<file path="config.mk">
export PLATFORM = sky130hd
export DESIGN_NAME = rcb_bank
export DESIGN_NICKNAME = d
export VERILOG_FILES = /design/src/rtl/rcb_pkg.sv /design/src/rtl/rcb_reload_dec.sv /design/src/rtl/rcb_lane.sv /design/src/rtl/rcb_bank.sv
export SDC_FILE = /design/constraint.sdc
export NUM_CORES = 1
export LEC_CHECK = 0
export BUFFER_PORTS_ARGS = -buffer_cell sky130_fd_sc_hd__buf_2
export CORE_MARGIN = 5
export CORE_UTILIZATION = 50
export CTS_CLUSTER_DIAMETER = 150
export DETAILED_ROUTE_END_ITERATION = 6
export GPL_TIMING_DRIVEN = 0
export PLACE_DENSITY_LB_ADDON = 0.08
export SYNTH_ARGS = -nofsm -noshare
export SYNTH_HDL_FRONTEND = slang
export SYNTH_HIERARCHICAL = 1
export SYNTH_SLANG_ARGS = --single-unit
</file>
<file path="constraint.sdc">
create_clock -name clk -period 2.3 [get_ports clk]
set_input_delay 0.46 -clock clk [delete_from_list [all_inputs] [get_ports clk]]
set_output_delay 0.46 -clock clk [all_outputs]
set_load 0.1 [all_outputs]
</file>
<file path="src/rtl/rcb_pkg.sv">
// Package: shared sizing for the self-reloading counter bank.
// Assumes: nibble-wide counters packed side by side in one data word.
package rcb_pkg;
    localparam int unsigned RCB_NUM_CTR = 4;
    localparam int unsigned RCB_CTR_W   = 4;
    localparam int unsigned RCB_DATA_W  = RCB_NUM_CTR * RCB_CTR_W;
endpackage

</file>
<file path="src/rtl/rcb_reload_dec.sv">
// Module: rcb_reload_dec
// Decides whether a counter takes its reload value at the next edge.
// A reload happens while a post-reset load is pending or when the
// counter holds all ones.
// Assumes: purely combinational; the caller registers the result.
module rcb_reload_dec #(
    parameter int unsigned CTR_W = 4
) (
    input  logic [CTR_W-1:0] cnt,
    input  logic             pend,
    output logic             reload
);
    // Reload condition: pending first load or terminal (all-ones) count.
    always_comb begin
        reload = pend | (&cnt);
    end
endmodule

</file>
<file path="src/rtl/rcb_lane.sv">
// Module: rcb_lane
// One self-reloading up-counter with a registered MSB enable.
// Assumes: nib is stable at each rising edge; reset is synchronous and active low.
module rcb_lane #(
    parameter int unsigned CTR_W = 4
) (
    input  logic             clk,
    input  logic             rst_n,
    input  logic [CTR_W-1:0] nib,
    output logic [CTR_W-1:0] cnt_q,
    output logic             msb_q
);
    logic             pend_q;
    logic             reload;
    logic [CTR_W-1:0] cnt_d;

    rcb_reload_dec #(.CTR_W(CTR_W)) u_dec (
        .cnt    (cnt_q),
        .pend   (pend_q),
        .reload (reload)
    );

    // Next count: the input nibble on reload, otherwise one higher.
    always_comb begin
        cnt_d = reload ? nib : cnt_q + 1'b1;
    end

    // Counter state, plus a flag that forces a load after reset.
    always_ff @(posedge clk) begin
        if (!rst_n) begin
            cnt_q  <= '0;
            pend_q <= 1'b1;
        end else begin
            cnt_q  <= cnt_d;
            pend_q <= 1'b0;
        end
    end

    // Enable register: a separate flop that holds the MSB of the next count.
    always_ff @(posedge clk) begin
        if (!rst_n) begin
            msb_q <= 1'b0;
        end else begin
            msb_q <= cnt_d[CTR_W-1];
        end
    end

    // reset clears the count and arms the first load.
    p_reset_clear_r1: assert property (@(posedge clk)
        !rst_n |=> (cnt_q == '0) && pend_q && !msb_q);

    // the pending load takes the nibble.
    p_first_load_r2: assert property (@(posedge clk) disable iff (!rst_n)
        pend_q |=> (cnt_q == $past(nib)) && !pend_q);

    // a normal step adds one.
    p_count_up_r3: assert property (@(posedge clk) disable iff (!rst_n)
        (!pend_q && !(&cnt_q)) |=> cnt_q == $past(cnt_q) + 1'b1);

    // the all-ones state reloads instead of wrapping.
    p_reload_max_r4: assert property (@(posedge clk) disable iff (!rst_n)
        (&cnt_q) |=> cnt_q == $past(nib));

    // the enable register tracks the counter MSB.
    p_en_tracks_msb_r6: assert property (@(posedge clk) disable iff (!rst_n)
        msb_q == cnt_q[CTR_W-1]);

    // the enable rises only from a load or from the midpoint crossing.
    p_en_rise_src_r6: assert property (@(posedge clk) disable iff (!rst_n)
        $rose(msb_q) |-> ($past(pend_q) || ($past(cnt_q) == {1'b0, {(CTR_W-1){1'b1}}})
                          || (&$past(cnt_q))));
endmodule

</file>
<file path="src/rtl/rcb_bank.sv">
// Module: rcb_bank (top)
// A bank of self-reloading counters. Each counter takes its own nibble
// of load_word and drives one sink enable from its MSB.
// Assumes: load_word comes from a pseudorandom source and is stable at edges.
module rcb_bank
    import rcb_pkg::*;
#(
    parameter int unsigned NUM_CTR = RCB_NUM_CTR,
    parameter int unsigned CTR_W   = RCB_CTR_W,
    localparam int unsigned DATA_W = NUM_CTR * CTR_W
) (
    input  logic              clk,
    input  logic              rst_n,
    input  logic [DATA_W-1:0] load_word,
    output logic [NUM_CTR-1:0] sink_en,
    output logic [DATA_W-1:0] ctr_val
);
    // One lane per nibble; lane i owns bits [CTR_W*i +: CTR_W].
    for (genvar gi = 0; gi < NUM_CTR; gi++) begin : g_lane
        rcb_lane #(.CTR_W(CTR_W)) u_lane (
            .clk   (clk),
            .rst_n (rst_n),
            .nib   (load_word[gi*CTR_W +: CTR_W]),
            .cnt_q (ctr_val[gi*CTR_W +: CTR_W]),
            .msb_q (sink_en[gi])
        );
    end

    // lane 0 reloads from its own nibble even when its neighbour does not reload.
    p_lane_indep_r7: assert property (@(posedge clk) disable iff (!rst_n)
        ((&ctr_val[CTR_W-1:0]) && !(&ctr_val[2*CTR_W-1:CTR_W]) && !$past(!rst_n)) |=>
        (ctr_val[CTR_W-1:0] == $past(load_word[CTR_W-1:0])) &&
        (ctr_val[2*CTR_W-1:CTR_W] == $past(ctr_val[2*CTR_W-1:CTR_W]) + 1'b1));
endmodule

</file>
## Word level (Yosys, flattened, before mapping)

Index checks and enable logic that the tools add are counted.
Widths: inputs -> output; s select.

| storage, ports and cells | value |
|---|---|
| bits in writable memories | 0 |
| latch bits | 0 |
| memories | 0 |
| output and inout port bits | 20 |
| memory bits (read-only) | 0 |
| register bits | 21 |

| cells by class | value |
|---|---|
| bitwise logic cells | 4 |
| multiply operators | 0 |
| equal/unequal tests | 0 |
| shift-type cells | 0 |
| mux-type cells | 5 |
| divide/modulo/power cells | 0 |
| $add $sub $neg | 4 |
| $lt $le $gt $ge | 0 |
| reductions and logical operators | 4 |

Operators by type and width:

| kind | count |
|---|---|
| $add 4x1->4 const B | 4 |
| $mux 4 | 4 |
| $reduce_and 4->1 | 4 |
| $or 1x1->1 | 4 |
| $mux 1 | 1 |

## Logic depth before layout (Yosys ltp)

Gate-level depths: netlist of the first run.

| depth | value |
|---|---|
| depth in word-level cells | 3 |
| gate-level depth with buffers | 3 |

## Cells and area by module

The synthesis of the first run kept the hierarchy.

By module, submodules not included:

| module | instances | area an instance (µm²) | cells an instance |
|---|---|---|---|
| rcb_lane | 4 | 221.5 | 21 |
| rcb_reload_dec | 4 | 10.0 | 1 |

## Worst setup path before layout of the first run

Ideal clock, no wire load.

| timing | value |
|---|---|
| kind | flip-flop to flip-flop |
| start point | reg g_lane[0].u_lane.cnt_q[0] |
| end point | reg g_lane[0].u_lane.cnt_q[3] |
| cell stages (with the launch flop) | 4 |
| library setup time | 104 ps |
| clock period less this slack | 1888 ps |
| data required time | 2196 ps |
| arrival time | 1784 ps |
| slack | 412 ps |
| buffers on the path | 0 |
| path through | dfxtp_1 a41o_1 nor2b_1 a2111oi_2 |

| between the ends | value |
|---|---|
| longest elaborated chain between the ends | 3 |

Ends and longest elaborated chain:

| item | RTL line | RTL |
|---|---|---|
| start: declaration | rcb_lane.sv:10 | `output logic [CTR_W-1:0] cnt_q,` |
| start signal: assignment | rcb_lane.sv:34 | `cnt_q <= cnt_d;` |
| $reduce_and 4->1 | rcb_reload_dec.sv:15 | `reload = pend \| (&cnt);` |
| $or 1x1->1 | rcb_reload_dec.sv:15 |  |
| named net g_lane[0].u_lane.reload | rcb_lane.sv:14 | `logic reload;` |
| $mux 4 | rcb_lane.sv:25 | `cnt_d = reload ? nib : cnt_q + 1'b1;` |

The timed path passes the listed nets, and every way through them passes these cells.
A chain may end at the register's enable or synchronous reset.

## Worst setup path in the final report of the first run

| timing | value |
|---|---|
| start point | reg g_lane[0].u_lane.cnt_q[3] |
| end point | out ctr_val[3] |

RTL lines:

| item | RTL line | RTL |
|---|---|---|
| end: declaration | rcb_bank.sv:16 | `output logic [DATA_W-1:0] ctr_val` |

No word-level cell between the ends.

==> key figures, run 1 <==
Status
  • Outcome: finished clean

Detailed routing
  • Routed WL per cell: 11.0 um
  • Post-Route WL: 1700 um
  • DRT Pass-1 Iters: 4
  • Initial drt markers: 7
  • Vias per inst: 4.91
  • DRC viols: 0
  • Via count: 756
  • ANT nets after route: 0

Worst setup path
  • CP Class: reg -> out
  • R2R cell count: 3
  • R2R setup slack: roughly 1 ns
  • Critical Path RT: approximately 1.8 ns
  • Nature of the critical path startpoint: flip-flop
  • Crit. End Element: primary output
  • Crit path DAT: 1.24 ns
  • Crit Reg-Reg Endpoint: g_lane[0].u_lane/cnt_q[3]
  • Worst r2r src: g_lane[0].u_lane/cnt_q[2]
  • CP max FO: 5

Finish
  • Storage cell area: about 400 um2
  • Area delta synth->final: 27.3%
  • Final layout net count: 152
  • Share of cells above drive strength 1: 0.411
  • Filler instances: roughly 170
  • Most frequent cells in the layout: buf_2 (37), dfxtp_1 (20), nor2b_1 (8)
  • Final core area utilization: 0.675
  • Inserted Diodes: 0
  • Multi-input gate area: 480 um2
  • Commonest non-fill, non-tap cell in the layout: buf_2

STA
  • Final hold viol count: 0
  • Final clock skew: 0.00220 ns
  • Fin. max-slew vios: 0
  • Slew margin rel.: 0.675
  • Post-route setup slack: around 0.6 ns
  • Min cycle time layout: 1.70 ns
  • Period utilization: 0.738
  • Setup violators final: 0
  • RSZ-0062 raised after global routing: no
  • Final TNS setup: 0 ns
  • Max Clock Freq: 589 MHz
  • Slew @ Worst Pin: around 0.49 ns

Min path
  • Hold path depth: 3
  • Hold Crit Start: load_word[13]
  • Hold Path Class: in -> reg
  • WHS Endpoint: g_lane[3].u_lane/cnt_q[1]

Clock network
  • Cts bufs inserted: 3
  • Reg clk slew, reported paths: approximately 0.11 ns
  • Post-CTS Setup Inserts: 0
  • Post-CTS Hold Buffers: 0
  • CTS tree: yes
  • Clk_lat worst skew: 0.29 ns
  • Number of H-tree levels: 1
  • Clock Path Buffers: 2
  • CTS root buf: clkbuf_4
  • Post-CTS Resized: 0
  • # clock sinks: 20

Global routing
  • Largest net degree at the start of global routing: 12
  • Congestion Overflow GR: 0
  • Initial antenna violation count: 0
  • Gr usage total: 0.131
  • Vias in the first global route: 669
  • First-pass GRT wire length: 2750 um

Placement
  • Gpl congestion: 0.731
  • Port Buffers: 37
  • DP HPWL: 1370 um
  • Dpl ws: 0.935 ns

Floorplanning
  • Core area: roughly 1700 um2
  • Die W: between 50 and 60 um
  • Die ar.: between 2000 and 3000 um2
  • Initial Util: 0.530
  • Die Height: 53.0 um
  • Cell Rows: 15
  • Ports: 38

Synth
  • Seq cells post-synth: 20
  • Post-Syn Instances: 88
  • Syn Nets: 110
  • Seq/Total Area, Yosys: 0.432
  • Cell Area, Synth: 926 um2
  • Netlist cell types: 17
  • Mean Syn Cell Area: about 11 um2
  • Number of warnings issued by yosys: 6

Pwr
  • Pleak: 0.659 nW
  • PwrDens: 777 nW/um2
  • Worst vdd ir: 0.000421 V
  • Final Total Pwr: 0.000915 W

Job
  • Max Cap Viol: 0
[flip-flops by register name, indices dropped and copies added (netlist names)]
register and flops:
g_lane.u_lane/cnt_q 16, g_lane.u_lane/pend_q 4
[cells in the mapped netlist]
cell | n | share of area
a41o_1 | 4 | 0.043
nor2_1 | 4 | 0.016
or2b_1 | 4 | 0.032
or2_2 | 4 | 0.027
mux2i_1 | 4 | 0.043
nand2_1 | 4 | 0.016
dfxtp_1 | 20 | 0.43
inv_1 | 4 | 0.016
buf_4 | 4 | 0.032
a311oi_1 | 4 | 0.038
xor2_1 | 4 | 0.038
a2111oi_2 | 4 | 0.065
a21oi_1 | 4 | 0.022
and3_1 | 4 | 0.027
o211a_1 | 4 | 0.043
nor2b_1 | 8 | 0.054
ha_1 | 4 | 0.054
[critical path, cell delays in order (launching register included)]
cell and delay, ns:
dfxtp_1 0.41, buf_4 0.13, buf_2 0.41
[worst max-delay path by stage]
stage / startpoint / endpoint / slack, ns / depth (start not counted)
6_report: g_lane[0].u_lane/cnt_q[3] / ctr_val[3] / 0.60 / 2
2_1_floorplan: g_lane[0].u_lane/cnt_q[0] / g_lane[0].u_lane/cnt_q[3] / 0.41 / 3
3_5_place_dp: g_lane[0].u_lane/cnt_q[3] / ctr_val[3] / 0.93 / 2
5_1_grt: g_lane[0].u_lane/cnt_q[3] / ctr_val[3] / 0.53 / 2
3_3_place_gp: g_lane[3].u_lane/cnt_q[3] / ctr_val[15] / 0.94 / 2
4_1_cts: g_lane[3].u_lane/cnt_q[3] / ctr_val[15] / 0.60 / 2
[logic make-up (layout without fill, tap and decap cells)]
logic type      count (synthesis)  count (layout)  synth area share
compound gates                 20              20             0.211
xor+xnor                        4               4            0.0378
fa+ha+maj                       4               4            0.0541
buf+inv                         8              49            0.0486
flops                          20              20             0.432
mux                             4               4            0.0432
simple gates                   28              28             0.173
[where the power goes]
group | total [W] | switching, W | internal [W]
logic | 0.000318 | 0.000247 | 0.0000710
clock network | 0.000197 | 0.000100 | 0.0000963
registers | 0.000400 | 0.0000276 | 0.000373
[cell type report]
cell class              count  share of cell area
well taps                  25              0.0265
flip-flops and latches     20               0.340
plain buffers               4              0.0255
repair buffers             37               0.157
inverters                   4              0.0127
multi-input cells          60               0.408
clock buffers               4              0.0308
[metal layers]
| metal | share of wire | global-route usage |
|---|---|---|
| met1 | 0.44 | 0.158 |
| met2 | 0.46 | 0.223 |
| met3 | 0.092 | 0.0366 |
| met4 | 0.0071 | 0.0383 |
| met5 | 0 | 0 |
[through the flow]
stage	hold slack, ns	instances	area [um2]
finish	0.398	154	1180
detailed placement	0.623	150	1140
global placement	0.613	150	1140
global route	0.375	154	1180
CTS	0.387	154	1180
floorplan	0.570	88	926
Note: power is estimated with default switching activity, not from simulation.
==> inputs of run 2 (changes only) <==
CORE_UTILIZATION = 46   (was 50)
clock period = 1.6 ns   (was 2.3 ns; I/O delays follow)
==> run 2 against run 1 <==
  * Global-route usage up 1.1 points
  * Die area increased by 7.0%
  * Critical endpoint is now ctr_val[11]
  * Count of clock-buffer cells in the layout unchanged
  * Critical path type unchanged
  * Critical path depth unchanged
  * Final area is 1.9% higher
  * Sequential share of layout area is 1.0 points higher
  * Register-to-register slack got worse by 0.70 ns
  * Routed wire length increased by 6.3%
  * Non-clock buffer count unchanged
  * Cell count increased by 1.3%
  * Clock skew up 0.0044 ns
  * Largest cell class unchanged
==> key figures, run 2 (same netlist as run 1, synthesis figures left out) <==
STA
  • Final TNS setup: 0 ns
  • Slew margin rel.: 0.675
  • Final clock skew: 0.00662 ns
  • Period utilization: 0.945
  • Max Clock Freq: about 660 MHz
  • Slew @ Worst Pin: 0.491 ns
  • Final hold viol count: 0
  • Setup violators final: 0
  • Fin. max-slew vios: 0
  • Min cycle time layout: 1.51 ns
  • RSZ-0062 raised after global routing: no

Detailed routing
  • Post-Route WL: 1810 um
  • Via count: 787
  • DRC viols: 0
  • DRT Pass-1 Iters: 4
  • Initial drt markers: 4
  • ANT nets after route: 0
  • Routed WL per cell: between 10 and 15 um
  • Vias per inst: 5.04

Floorplanning
  • Core area: 1940 um2
  • Die W: 54.9 um
  • Die Height: ~55 um
  • Ports: 38
  • Initial Util: 0.477
  • Die ar.: 3010 um2
  • Cell Rows: 16

Clock network
  • Post-CTS Setup Inserts: 0
  • CTS root buf: clkbuf_4
  • Reg clk slew, reported paths: ~0.11 ns
  • Clk_lat worst skew: 0.29 ns
  • Cts bufs inserted: 3
  • Post-CTS Resized: 0
  • Post-CTS Hold Buffers: 0
  • CTS tree: yes
  • # clock sinks: 20
  • Number of H-tree levels: 1
  • Clock Path Buffers: 2

Worst setup path
  • Crit path DAT: 1.19 ns
  • Crit. End Element: primary output
  • CP max FO: 5
  • Critical Path RT: approximately 1.3 ns
  • CP Class: reg -> out
  • Nature of the critical path startpoint: flip-flop

Finish
  • Filler instances: 193
  • Storage cell area: 420 um2
  • Area delta synth->final: 29.7%
  • Final layout net count: 152
  • Multi-input gate area: slightly below 500 um2
  • Commonest non-fill, non-tap cell in the layout: buf_2
  • Share of cells above drive strength 1: 0.535
  • Largest regs: g_lane.u_lane/cnt_q (16), g_lane.u_lane/pend_q (4)
  • Largest Register: g_lane.u_lane/cnt_q
  • Inserted Diodes: 0
  • Most frequent cells in the layout: buf_2 (37), dfxtp_2 (16), nor2b_1 (8)
  • Max FFs per register: 16

Global routing
  • Vias in the first global route: 733
  • Congestion Overflow GR: 0
  • Largest net degree at the start of global routing: 12
  • Gr usage total: 0.141
  • Initial antenna violation count: 0
  • First-pass GRT wire length: 3100 um

Placement
  • DP HPWL: approximately 1400 um
  • Gpl congestion: 0.681
  • Port Buffers: 37

Pwr
  • Worst vdd ir: between 0.0008 and 0.0009 V
  • Pleak: 0.664 nW
  • Final Total Pwr: 0.00133 W
  • PwrDens: between 1000 and 1500 nW/um2

Status
  • Outcome: finished clean

Min path
  • Hold Path Class: in -> reg

Job
  • Max Cap Viol: 0
## run 2: critical path: stages (launching register included)
cell and delay (ns):
dfxtp_2 0.38, buf_4 0.11, buf_2 0.41
## run 2: metal layers
| metal | vias up | share of wire | track usage |
|---|---|---|---|
| met5 | - | 0 | 0 |
| met4 | 0 | 0.0061 | 0.0249 |
| met3 | 2 | 0.071 | 0.0490 |
| met2 | 22 | 0.49 | 0.246 |
| met1 | 360 | 0.43 | 0.167 |
| li1 | 403 | - | - |
## run 2: path summary, 6_finish.rpt
kind,startpoint,endpoint,slack (ns),cells past startpoint
worst min register to register,g_lane[0].u_lane/cnt_q[0],g_lane[0].u_lane/cnt_q[0],0.57,2
worst max register to register,g_lane[3].u_lane/cnt_q[2],g_lane[3].u_lane/cnt_q[3],0.31,3
worst max-delay path,g_lane[2].u_lane/cnt_q[3],ctr_val[11],0.09,2
worst min-delay path,load_word[12],g_lane[3].u_lane/cnt_q[0],0.24,3
## run 2: report_power, final
part,leakage (nW),switching (W),internal (W)
Sequential,0.171,0.0000408,0.000543
Combinational,0.471,0.000357,0.000102
Clock,0.0210,0.000143,0.000139
## run 2: layout make-up
type,instances,share of cell area
Clock buffer,4,0.0302
Inverter,4,0.0125
Buffer,4,0.0250
Timing Repair Buffer,37,0.154
Sequential cell,20,0.350
Multi-Input combinational cell,60,0.400
Tap cell,27,0.0281
## run 2: per-stage QoR
step	hold slack, ns	std cells	util	instance area (um2)	worst slack [ns]
after detailed placement	0.559	152	0.600	1160	0.311
final	0.245	156	0.619	1200	0.0887
after CTS	0.235	156	0.619	1200	0.0729
after global placement	0.550	152	0.600	1160	0.372
after floorplan	0.430	88	-	946	0.0603
after global routing	0.240	156	0.619	1200	0.0253
==> inputs of run 3 (changes only) <==
ABC_AREA = 1   (was unset)
RECOVER_POWER = 50   (was unset)
==> run 3 against run 2 <==
  * First-iteration DRC count grew to 5.8 times the previous value
  * Die area is 0.44% higher
  * Non-clock buffer count is the same
  * Sequential power grew 0.7%
  * Core utilization decreased by 0.13 points
  * Via count rose by 13%
  * Combinational power is essentially flat
  * Register-to-register slack worse by 0.08 ns
  * Worst setup slack got worse by 0.018 ns
  * Final area shrank 0.21%
  * Critical path depth is 1 lower
  * Flip-flop and latch count stayed put
==> key figures, run 3 <==
Status
  • Outcome: finished clean

Clock network
  • Number of H-tree levels: 1
  • Clock Path Buffers: 2
  • Post-CTS Resized: 0
  • Post-CTS Hold Buffers: 0
  • Post-CTS Setup Inserts: 0
  • Clk_lat worst skew: 0.30 ns
  • Cts bufs inserted: 3
  • Reg clk slew, reported paths: 0.12 ns
  • CTS tree: yes
  • CTS root buf: clkbuf_4
  • # clock sinks: 20

Finish
  • Share of cells above drive strength 1: 0.373
  • Final layout net count: 192
  • Largest regs: g_lane.u_lane/cnt_q (16), g_lane.u_lane/pend_q (4)
  • Cell area after layout: ~1200 um2
  • Max FFs per register: 16
  • Most frequent cells in the layout: buf_2 (36), nor2_1 (21), inv_1 (20), nand2_1 (16), dfxtp_2 (13)
  • Largest Register: g_lane.u_lane/cnt_q
  • Final Non-Filler Cells: 196
  • Commonest non-fill, non-tap cell in the layout: buf_2
  • Inserted Diodes: 0
  • Area delta synth->final: 28.8%

Pwr
  • Part of the power in registers: 0.437
  • Clock power frac: 0.223
  • Pleak: 0.674 nW
  • Switching share of power: 0.428
  • Final Total Pwr: 0.00134 W
  • Combinational share of power: 0.340
  • Worst vdd ir: around 0.0007 V
  • Psw: about 0.00058 W
  • PwrDens: between 1000 and 1500 nW/um2
  • Internal Pwr Total: 0.000769 W

Synth
  • Largest cells by area after synthesis: dfxtp_1 (43%), inv_1 (8.1%), nor2_1 (8.1%)
  • Netlist cell types: 14
  • Simple-Gate Fraction of Synth Area: 0.242
  • Mean Syn Cell Area: 7.27 um2
  • Syn Nets: 150
  • Compound-gate portion of the synthesized area: 0.108
  • Largest family of logic cells by synthesized area: simple AND/OR/NAND/NOR gates
  • Cell Area, Synth: 931 um2
  • Synth Area in Adders: 0.0538
  • Yosys top cell by area: dfxtp_1
  • Post-synthesis mux area share: 0
  • Post-Syn Instances: 128
  • Seq cells post-synth: 20
  • Seq/Total Area, Yosys: 0.430
  • Synth Flop Type: dfxtp_1
  • Post-synth EDFFs: 0
  • Fraction of registers with async set/reset: 0
  • Number of warnings issued by yosys: 6
  • Top-area cell type share of the netlist area: 0.430
  • Post-Synth XOR/XNOR Area: 0.0376
  • Synth top cells by count: dfxtp_1 (20), inv_1 (20), nor2_1 (20)

Worst setup path
  • Worst path slowest cell: buf_2
  • Critical path's largest stage delay: 0.46 ns
  • Family with the most delay on the worst path: buffers and inverters
  • CP Buf/Inv Count: 1
  • Critical Path RT: about 1.3 ns
  • Crit path DAT: 1.21 ns
  • CP max FO: 6
  • Crit. End Element: primary output
  • CP Class: reg -> out
  • Worst-path cell chain: buf_2
  • Nature of the critical path startpoint: flip-flop

Job
  • Max Cap Viol: 0

Detailed routing
  • Routed WL per cell: 9.91 um
  • DRT Pass-1 Iters: 4
  • ANT nets after route: 0
  • Post-Route WL: 1940 um
  • Vias per inst: 4.56
  • DRC viols: 0
  • Initial drt markers: 23
  • Via count: 893

Placement
  • Gpl congestion: 0.824
  • Port Buffers: 37
  • Placed insts: 192
  • DP HPWL: ~1500 um
  • Placed cell areas: 1170 um2

STA
  • Max Clock Freq: 654 MHz
  • Min cycle time layout: 1.53 ns
  • Final hold viol count: 0
  • RSZ-0062 raised after global routing: no
  • Slew margin rel.: 0.678
  • Final clock skew: 0.00726 ns
  • Slew @ Worst Pin: 0.486 ns
  • Setup violators final: 0
  • Final TNS setup: 0 ns
  • Period utilization: 0.956
  • Fin. max-slew vios: 0

Global routing
  • Congestion Overflow GR: 0
  • Vias in the first global route: ~800
  • First-pass GRT wire length: 3130 um
  • Gr usage total: 0.145
  • Largest net degree at the start of global routing: 13
  • Initial antenna violation count: 0

Floorplanning
  • Cell Rows: 16
  • Core area: ~2000 um2
  • Initial Util: 0.479
  • Die W: 55.0 um
  • Die Height: 55.0 um
  • Die ar.: slightly above 3000 um2
  • Ports: 38

Min path
  • Hold Path Class: in -> reg
run 3: cells by family (layout without fill, tap and decap cells):
| logic type | Yosys count | in the layout |
|---|---|---|
| adders and majority gates | 4 | 4 |
| DFF | 20 | 20 |
| buffers and inverters | 28 | 69 |
| and+or+nand+nor | 52 | 52 |
| AOI/OAI and AO/OA | 20 | 20 |
| xor gates and xnor gates | 4 | 4 |
run 3: metal layers:
| layer | vias up | track usage | routed length, um | share of wire |
|---|---|---|---|---|
| met5 | - | 0 | 0 | 0 |
| met4 | 0 | 0.0850 | 10 | 0.0051 |
| met3 | 2 | 0.0268 | 116 | 0.060 |
| met2 | 24 | 0.230 | 911 | 0.47 |
| met1 | 388 | 0.181 | 906 | 0.47 |
| li1 | 479 | - | - | - |
run 3: cell type report:
| cell class | count | area (um2) |
|---|---|---|
| plain buffers | 4 | 30.0 |
| clock buffers | 4 | 36.3 |
| fillers | 196 | 743 |
| inverters | 24 | 90.1 |
| multi-input cells | 80 | 408 |
| flip-flops and latches | 20 | 417 |
| well taps | 27 | 33.8 |
| repair buffers | 37 | 184 |
run 3: worst paths after layout:
check	from	to	slack, ns	depth (start not counted)
max	g_lane[3].u_lane/cnt_q[0]	ctr_val[12]	0.07	1
min	load_word[1]	g_lane[0].u_lane/cnt_q[1]	0.23	3
max reg2reg	g_lane[0].u_lane/cnt_q[0]	g_lane[0].u_lane/cnt_q[2]	0.23	7
min reg2reg	g_lane[0].u_lane/cnt_q[0]	g_lane[0].u_lane/cnt_q[0]	0.51	1
run 3: per-stage QoR:
| stage | hold WS (ns) | setup slack [ns] | util |
|---|---|---|---|
| 3_3_place_gp | 0.464 | 0.425 | 0.602 |
| 5_1_grt | 0.271 | 0.0220 | 0.617 |
| 2_1_floorplan | 0.410 | 0.192 | - |
| 4_1_cts | 0.228 | 0.0645 | 0.621 |
| 6_report | 0.234 | 0.0702 | 0.617 |
| 3_5_place_dp | 0.470 | 0.422 | 0.602 |
run 3: power groups by stage:
stage	Combinational, W	Clock (W)	Sequential (W)
4_1_cts	0.000464	0.000311	0.000588
5_1_grt	0.000487	0.000316	0.000595
2_1_floorplan	0.000149	0	0.000830
3_3_place_gp	0.000458	0	0.000597
6_report	0.000457	0.000300	0.000587
3_5_place_dp	0.000463	0	0.000600
